[src/rtl/tsb_pkg.sv]
package tsb_pkg;
  localparam logic [11:0] OFS_CHAN_EN   = 12'hE00;
  localparam logic [11:0] OFS_GRP_PRIV  = 12'hE40;
  localparam logic [11:0] OFS_CTRL      = 12'hE80;
  localparam logic [11:0] OFS_KEY       = 12'hFB0;
  localparam logic [11:0] OFS_LOCK_STAT = 12'hFB4;
  localparam logic [31:0] UNLOCK_KEY    = 32'hC5AC_CE55;
  localparam int          CTRL_BUSY_BIT = 23;

  typedef enum logic {SLOT_FREE = 1'b0, SLOT_HELD = 1'b1} slot_state_e;
endpackage

[src/rtl/tsb_cfg_regs.sv]
module tsb_cfg_regs
  import tsb_pkg::*;
#(
  parameter int NUM_PORTS  = 32,
  parameter int NUM_GROUPS = 4,
  parameter int DATA_W     = 32,
  parameter int ADDR_W     = 12
) (
  input  logic                  clk,
  input  logic                  rst_n,
  input  logic                  wr,
  input  logic [ADDR_W-1:0]     addr,
  input  logic [DATA_W-1:0]     wdata,
  output logic [NUM_PORTS-1:0]  chan_en,
  output logic [NUM_GROUPS-1:0] grp_priv,
  output logic                  global_en,
  output logic                  locked
);
  localparam logic [ADDR_W-1:0] A_EN   = ADDR_W'(OFS_CHAN_EN);
  localparam logic [ADDR_W-1:0] A_PRIV = ADDR_W'(OFS_GRP_PRIV);
  localparam logic [ADDR_W-1:0] A_CTRL = ADDR_W'(OFS_CTRL);
  localparam logic [ADDR_W-1:0] A_KEY  = ADDR_W'(OFS_KEY);

  logic key_hit;
  assign key_hit = wr && (addr == A_KEY);

  always_ff @(posedge clk) begin
    if (!rst_n) begin
      chan_en   <= '0;
      grp_priv  <= '0;
      global_en <= 1'b0;
      locked    <= 1'b1;
    end else if (key_hit) begin
      locked <= (wdata != DATA_W'(UNLOCK_KEY));
    end else if (wr && !locked) begin
      if (addr == A_EN)   chan_en   <= wdata[NUM_PORTS-1:0];
      if (addr == A_PRIV) grp_priv  <= wdata[NUM_GROUPS-1:0];
      if (addr == A_CTRL) global_en <= wdata[0];
    end
  end

  // configuration frozen while locked
  assert_locked_cfg_R9: assert property (@(posedge clk) disable iff (!rst_n)
    (wr && locked && addr != A_KEY) |=> ($stable(chan_en) && $stable(grp_priv) && $stable(global_en)));

  // correct key unlocks, any other value locks
  assert_key_unlock_R8: assert property (@(posedge clk) disable iff (!rst_n)
    (key_hit && wdata == DATA_W'(UNLOCK_KEY)) |=> !locked);
  assert_key_relock_R8: assert property (@(posedge clk) disable iff (!rst_n)
    (key_hit && wdata != DATA_W'(UNLOCK_KEY)) |=> locked);
endmodule

[src/rtl/tsb_gate.sv]
module tsb_gate #(
  parameter int NUM_PORTS  = 32,
  parameter int GROUP_SIZE = 8,
  parameter int NUM_GROUPS = 4,
  parameter int PORT_W     = 5
) (
  input  logic [PORT_W-1:0]     port_idx,
  input  logic [NUM_PORTS-1:0]  chan_en,
  input  logic [NUM_GROUPS-1:0] grp_priv,
  input  logic                  global_en,
  input  logic                  bus_priv,
  output logic                  allow
);
  logic [NUM_PORTS-1:0] needs_priv;

  for (genvar p = 0; p < NUM_PORTS; p++) begin : g_grp_map
    assign needs_priv[p] = grp_priv[p / GROUP_SIZE];
  end

  assign allow = global_en && chan_en[port_idx] && (bus_priv || !needs_priv[port_idx]);
endmodule

[src/rtl/tsb_slot.sv]
module tsb_slot
  import tsb_pkg::*;
#(
  parameter int DATA_W = 32,
  parameter int PORT_W = 5
) (
  input  logic              clk,
  input  logic              rst_n,
  input  logic              load,
  input  logic [PORT_W-1:0] load_port,
  input  logic [DATA_W-1:0] load_data,
  output logic              free,
  output logic              pkt_valid,
  input  logic              pkt_ready,
  output logic [PORT_W-1:0] pkt_port,
  output logic [DATA_W-1:0] pkt_data
);
  slot_state_e state;

  always_ff @(posedge clk) begin
    if (!rst_n) begin
      state    <= SLOT_FREE;
      pkt_port <= '0;
      pkt_data <= '0;
    end else begin
      case (state)
        SLOT_FREE: if (load) begin
          state    <= SLOT_HELD;
          pkt_port <= load_port;
          pkt_data <= load_data;
        end
        SLOT_HELD: if (pkt_ready) state <= SLOT_FREE;
        default:   state <= SLOT_FREE;
      endcase
    end
  end

  assign pkt_valid = (state == SLOT_HELD);
  assign free      = (state == SLOT_FREE);

  // offered event frozen under back-pressure
  assert_hold_R3: assert property (@(posedge clk) disable iff (!rst_n)
    (pkt_valid && !pkt_ready) |=> (pkt_valid && $stable(pkt_port) && $stable(pkt_data)));
  // handshake empties the slot
  assert_drain_R3: assert property (@(posedge clk) disable iff (!rst_n)
    (pkt_valid && pkt_ready) |=> !pkt_valid);
  // a load into an occupied slot is discarded
  assert_no_overwrite_R4: assert property (@(posedge clk) disable iff (!rst_n)
    (pkt_valid && load) |=> ($stable(pkt_data) && $stable(pkt_port)));
  // a load into a free slot is offered next cycle
  assert_load_R2: assert property (@(posedge clk) disable iff (!rst_n)
    (free && load) |=> (pkt_valid && pkt_data == $past(load_data)));
endmodule

[src/rtl/trace_stim_bank.sv]
module trace_stim_bank
  import tsb_pkg::*;
#(
  parameter int NUM_PORTS  = 32,
  parameter int GROUP_SIZE = 8,
  parameter int DATA_W     = 32,
  parameter int ADDR_W     = 12
) (
  input  logic                          clk,
  input  logic                          rst_n,
  input  logic [ADDR_W-1:0]             bus_addr,
  input  logic [DATA_W-1:0]             bus_wdata,
  input  logic                          bus_wr,
  input  logic                          bus_priv,
  output logic [DATA_W-1:0]             bus_rdata,
  output logic                          pkt_valid,
  input  logic                          pkt_ready,
  output logic [$clog2(NUM_PORTS)-1:0]  pkt_port,
  output logic [DATA_W-1:0]             pkt_data
);
  localparam int PORT_W     = $clog2(NUM_PORTS);
  localparam int NUM_GROUPS = (NUM_PORTS + GROUP_SIZE - 1) / GROUP_SIZE;
  localparam int IDX_W      = ADDR_W - 2;
  localparam logic [ADDR_W-1:0] A_EN   = ADDR_W'(OFS_CHAN_EN);
  localparam logic [ADDR_W-1:0] A_PRIV = ADDR_W'(OFS_GRP_PRIV);
  localparam logic [ADDR_W-1:0] A_CTRL = ADDR_W'(OFS_CTRL);
  localparam logic [ADDR_W-1:0] A_STAT = ADDR_W'(OFS_LOCK_STAT);

  logic [NUM_PORTS-1:0]  chan_en;
  logic [NUM_GROUPS-1:0] grp_priv;
  logic                  global_en, locked;
  logic [IDX_W-1:0]      word_idx;
  logic [PORT_W-1:0]     port_idx;
  logic                  chan_hit, chan_wr, allow, slot_free;

  assign word_idx = bus_addr[ADDR_W-1:2];
  assign port_idx = word_idx[PORT_W-1:0];
  assign chan_hit = (word_idx < IDX_W'(NUM_PORTS)) && (bus_addr[1:0] == 2'b00);
  assign chan_wr  = bus_wr && chan_hit;

  tsb_cfg_regs #(
    .NUM_PORTS(NUM_PORTS), .NUM_GROUPS(NUM_GROUPS), .DATA_W(DATA_W), .ADDR_W(ADDR_W)
  ) u_cfg (
    .clk(clk), .rst_n(rst_n), .wr(bus_wr), .addr(bus_addr), .wdata(bus_wdata),
    .chan_en(chan_en), .grp_priv(grp_priv), .global_en(global_en), .locked(locked)
  );

  tsb_gate #(
    .NUM_PORTS(NUM_PORTS), .GROUP_SIZE(GROUP_SIZE), .NUM_GROUPS(NUM_GROUPS), .PORT_W(PORT_W)
  ) u_gate (
    .port_idx(port_idx), .chan_en(chan_en), .grp_priv(grp_priv),
    .global_en(global_en), .bus_priv(bus_priv), .allow(allow)
  );

  tsb_slot #(.DATA_W(DATA_W), .PORT_W(PORT_W)) u_slot (
    .clk(clk), .rst_n(rst_n), .load(chan_wr && allow), .load_port(port_idx),
    .load_data(bus_wdata), .free(slot_free), .pkt_valid(pkt_valid),
    .pkt_ready(pkt_ready), .pkt_port(pkt_port), .pkt_data(pkt_data)
  );

  always_comb begin
    bus_rdata = '0;
    if (chan_hit) begin
      bus_rdata[0] = slot_free;
    end else if (bus_addr == A_EN) begin
      bus_rdata[NUM_PORTS-1:0] = chan_en;
    end else if (bus_addr == A_PRIV) begin
      bus_rdata[NUM_GROUPS-1:0] = grp_priv;
    end else if (bus_addr == A_CTRL) begin
      bus_rdata[0]             = global_en;
      bus_rdata[CTRL_BUSY_BIT] = !slot_free;
    end else if (bus_addr == A_STAT) begin
      bus_rdata[0] = 1'b1;
      bus_rdata[1] = locked;
    end
  end

  // global enable off blocks every store
  assert_gen_drop_R7: assert property (@(posedge clk) disable iff (!rst_n)
    (chan_wr && !global_en && !pkt_valid) |=> !pkt_valid);
  // disabled channel produces nothing
  assert_chan_drop_R5: assert property (@(posedge clk) disable iff (!rst_n)
    (chan_wr && !chan_en[port_idx] && !pkt_valid) |=> !pkt_valid);
  // unprivileged store into a protected group produces nothing
  assert_priv_drop_R6: assert property (@(posedge clk) disable iff (!rst_n)
    (chan_wr && !bus_priv && grp_priv[port_idx / GROUP_SIZE] && !pkt_valid) |=> !pkt_valid);
endmodule

[config.mk]
export PLATFORM = sky130hd
export DESIGN_NAME = trace_stim_bank
export DESIGN_NICKNAME = d
export VERILOG_FILES = /design/src/rtl/tsb_pkg.sv /design/src/rtl/tsb_cfg_regs.sv /design/src/rtl/tsb_gate.sv /design/src/rtl/tsb_slot.sv /design/src/rtl/trace_stim_bank.sv
export SDC_FILE = /design/constraint.sdc
export NUM_CORES = 1
export LEC_CHECK = 0
export BUFFER_PORTS_ARGS = -buffer_cell sky130_fd_sc_hd__clkbuf_2
export CAP_MARGIN = 30
export CORE_ASPECT_RATIO = 1.4
export CORE_MARGIN = 3
export CORE_UTILIZATION = 25
export CTS_BUF_LIST = sky130_fd_sc_hd__clkbuf_4 sky130_fd_sc_hd__clkbuf_8
export CTS_CLUSTER_SIZE = 24
export DETAILED_ROUTE_END_ITERATION = 12
export MAX_ROUTING_LAYER = met4
export PLACE_DENSITY = 0.51
export SETUP_SLACK_MARGIN = 0.15
export SYNTH_ARGS = -nofsm -noshare
export SYNTH_HDL_FRONTEND = slang
export SYNTH_HIERARCHICAL = 1
export SYNTH_SLANG_ARGS = --single-unit
[constraint.sdc]
create_clock -name clk -period 7.55 [get_ports clk]
set_clock_uncertainty 0.1 [all_clocks]
set_input_delay 2.265 -clock clk [delete_from_list [all_inputs] [get_ports clk]]
set_output_delay 2.265 -clock clk [all_outputs]
set_load 0.01 [all_outputs]
==> metrics <==
CTS tree done; die height 154.1 um; top cells by count, synth nand2_1 (89), mux2i_1 (79), dfxtp_1 (76), nor2b_1 (34), and2_1 (27); Final Max Tran Viols 0; WL final 12.18 mm; max cap viols 0; endpoint arrival time on the critical path 4.02 ns; fin crit period 6.390 ns; fillers 1600; synthesized area 3916 um^2; layout cells sized above 1 29.18%; Antenna Cells 0; I/O Buffers 118; Area Growth Syn to Fin 23.39%; first-pass GRT wire length 18.51 mm; drt first pass iters 4; Clock Latency Late Sink 0.37 ns; Global Route Usage Sum 14.35%; Cell Count, Final, Fillers Out 706; # IOs 119; Core ar. 15190 um^2; post-synthesis cell type count 45; period utilization 84.63%; post-synth top area share 38.85%; VDD IR-drop max 63.13 uV; slowest CP cell and4b_1; clock-pin slew on the worst setup and hold paths 0.08 ns; Final #Nets 558; ys async rst share 0%; vias in the first global route 3177; max_slew headroom 32.63%; Die ar. 17220 um^2; crit path cell chain clkbuf_2 > nor3_1 > and4b_1 > a21oi_1 > a22oi_2 > clkbuf_2; Antenna Nets Post-Route 0; pwr dens 169.9 nW/um^2; worst slew pin tran 1.011 ns; Inst Count DP 690; ys flop type dfxtp_1; most frequent cell after synthesis nand2_1; unrepaired setup endpoints after global routing false; Yosys top cell by area dfxtp_1; CP most frequent cell clkbuf_2; cts repair resizes 0; gr ovfl total 0; Worst setup SP type primary input; Placer Congestion 0.7976; setup TNS 0 ns; max incr delay on CP 0.75 ns; Hold Crit Class reg -> reg; DR vias 3237; crit-path max FO 28; CP Data Required Time 5.18 ns; Row Count 53; Setup Viol. Count Final 0; Iter 0 DRT Violations 169; syn_area_per_cell 9.742 um^2; Hold-fix buffers, CTS 0; largest net degree at the start of global routing 110; Final Hold Viols 0; element type at the critical path end primary output; fmax 0.1565 GHz; P_leak 1.926 nW; syn_nets 451; H-tree lvl count 3; Synth Instances 402; Bufs on Longest Clock Path 2; die width 111.8 um; Post-CTS Setup Bufs 0; TritonCTS Buffers 9; Starting Density 25.79%; EDFF count, synth 0; remaining routing DRC violations 0; Setup Crit Path Kind in -> out; number of synthesized register bits 76; yosys warns 6; clock root cell clkbuf_8; status completed; register area share after synthesis 38.85%; dpl hpwl 9.043 mm; antenna violations before repair 0; wire per inst 17.26 um; clk sinks 76; via density per instance 4.585; Area contributors post-synth dfxtp_1 (39%), mux2i_1 (20%), nand2_1 (8.5%)
-- critical path: cells and delay by family --
kind,cells,cell delay [ns]
compound gates,2,0.35
buf+inv,2,0.42
simple gates,2,0.98
-- cell type report --
class,instances,area (um^2),area share [%]
clock buffer,11,145.1,3.004
multi-input combinational,298,2213,45.81
inverter,3,11.26,0.2330
tap,192,240.2,4.972
clock inverter,5,85.08,1.761
timing repair buffer,121,615.6,12.74
sequential,76,1521,31.49
-- power by group --
part / internal [mW] / switching [mW]
sequential: 0.400 / 0.000000000000000373
clock: 0.200 / 0.164
combinational: 0.0214 / 0.0346
-- logic make-up after synthesis --
family	count (synthesis)	synth area share (%)
AND/OR/NAND/NOR	198	27.32
multiplexers	90	26.71
flip-flops	76	38.85
buffers and inverters	28	4.760
AO/OA/AOI/OAI	10	2.365
-- registers in the layout (all words and copies together), names as in the netlist --
name	flops
u_slot/pkt_valid	1
u_cfg/chan_en	32
u_cfg/global_en	1
u_cfg/locked	1
u_slot/pkt_data	32
u_cfg/grp_priv	4
u_slot/pkt_port	5
-- path summary, 6_finish.rpt --
kind / end / startpoint / slack (ns) / cells past startpoint
worst max-delay path: bus_rdata[0] / bus_addr[6] / 1.16 / 6
worst min-delay path: u_slot/pkt_data[24]$_SDFFE_PN0P_ / u_slot/pkt_data[24]$_SDFFE_PN0P_ / 0.36 / 2
worst max register to register: u_slot/pkt_data[27]$_SDFFE_PN0P_ / u_cfg/chan_en[23]$_SDFFE_PN0P_ / 4.52 / 8
worst min register to register: u_slot/pkt_data[24]$_SDFFE_PN0P_ / u_slot/pkt_data[24]$_SDFFE_PN0P_ / 0.36 / 2
-- through the flow --
step / total power, mW / cell area (um^2) / hold WS [ns] / utilization [%] / setup slack (ns)
6_report: 0.8208 / 4832 / 0.3559 / 31.82 / 1.160
5_1_grt: 0.8543 / 4832 / 0.3771 / 31.82 / 0.9413
4_1_cts: 0.8303 / 4832 / 0.3597 / 31.82 / 1.065
3_5_place_dp: 0.4663 / 4602 / 0.3478 / 30.30 / 1.070
3_3_place_gp: 0.4654 / 4602 / 0.3437 / 30.30 / 1.111
2_1_floorplan: 0.4364 / 3916 / 0.3475 / - / 1.829
-- layer usage --
| metal | global-route usage [%] | vias up | part of all wire (%) |
|---|---|---|---|
| met1 | 16.95 | 1535 | 43 |
| li1 | - | 1608 | - |
| met5 | - | - | 0 |
| met3 | 3.307 | 11 | 4.3 |
| met2 | 24.07 | 83 | 51 |
| met4 | 4.696 | 0 | 1.3 |
-- layout by cell type (no fill, tap or decap), types with 2 or more instances in the layout --
| cell type | n |
|---|---|
| and2_1 | 27 |
| and3_1 | 3 |
| buf_4 | 4 |
| bufinv_16 | 2 |
| clkbuf_2 | 117 |
| clkbuf_8 | 10 |
| clkinv_4 | 2 |
| dfxtp_1 | 76 |
| inv_1 | 3 |
| mux2_2 | 2 |
| mux2i_1 | 79 |
| mux4_1 | 8 |
| nand2_1 | 89 |
| nand2b_1 | 5 |
| nand3_1 | 2 |
| nand3b_1 | 2 |
| nand4_1 | 2 |
| nand4b_1 | 3 |
| nor2_1 | 4 |
| nor2b_1 | 34 |
| nor3_1 | 6 |
| nor4_1 | 7 |
| or4_4 | 3 |
Note: power is estimated with default switching activity, not from simulation.
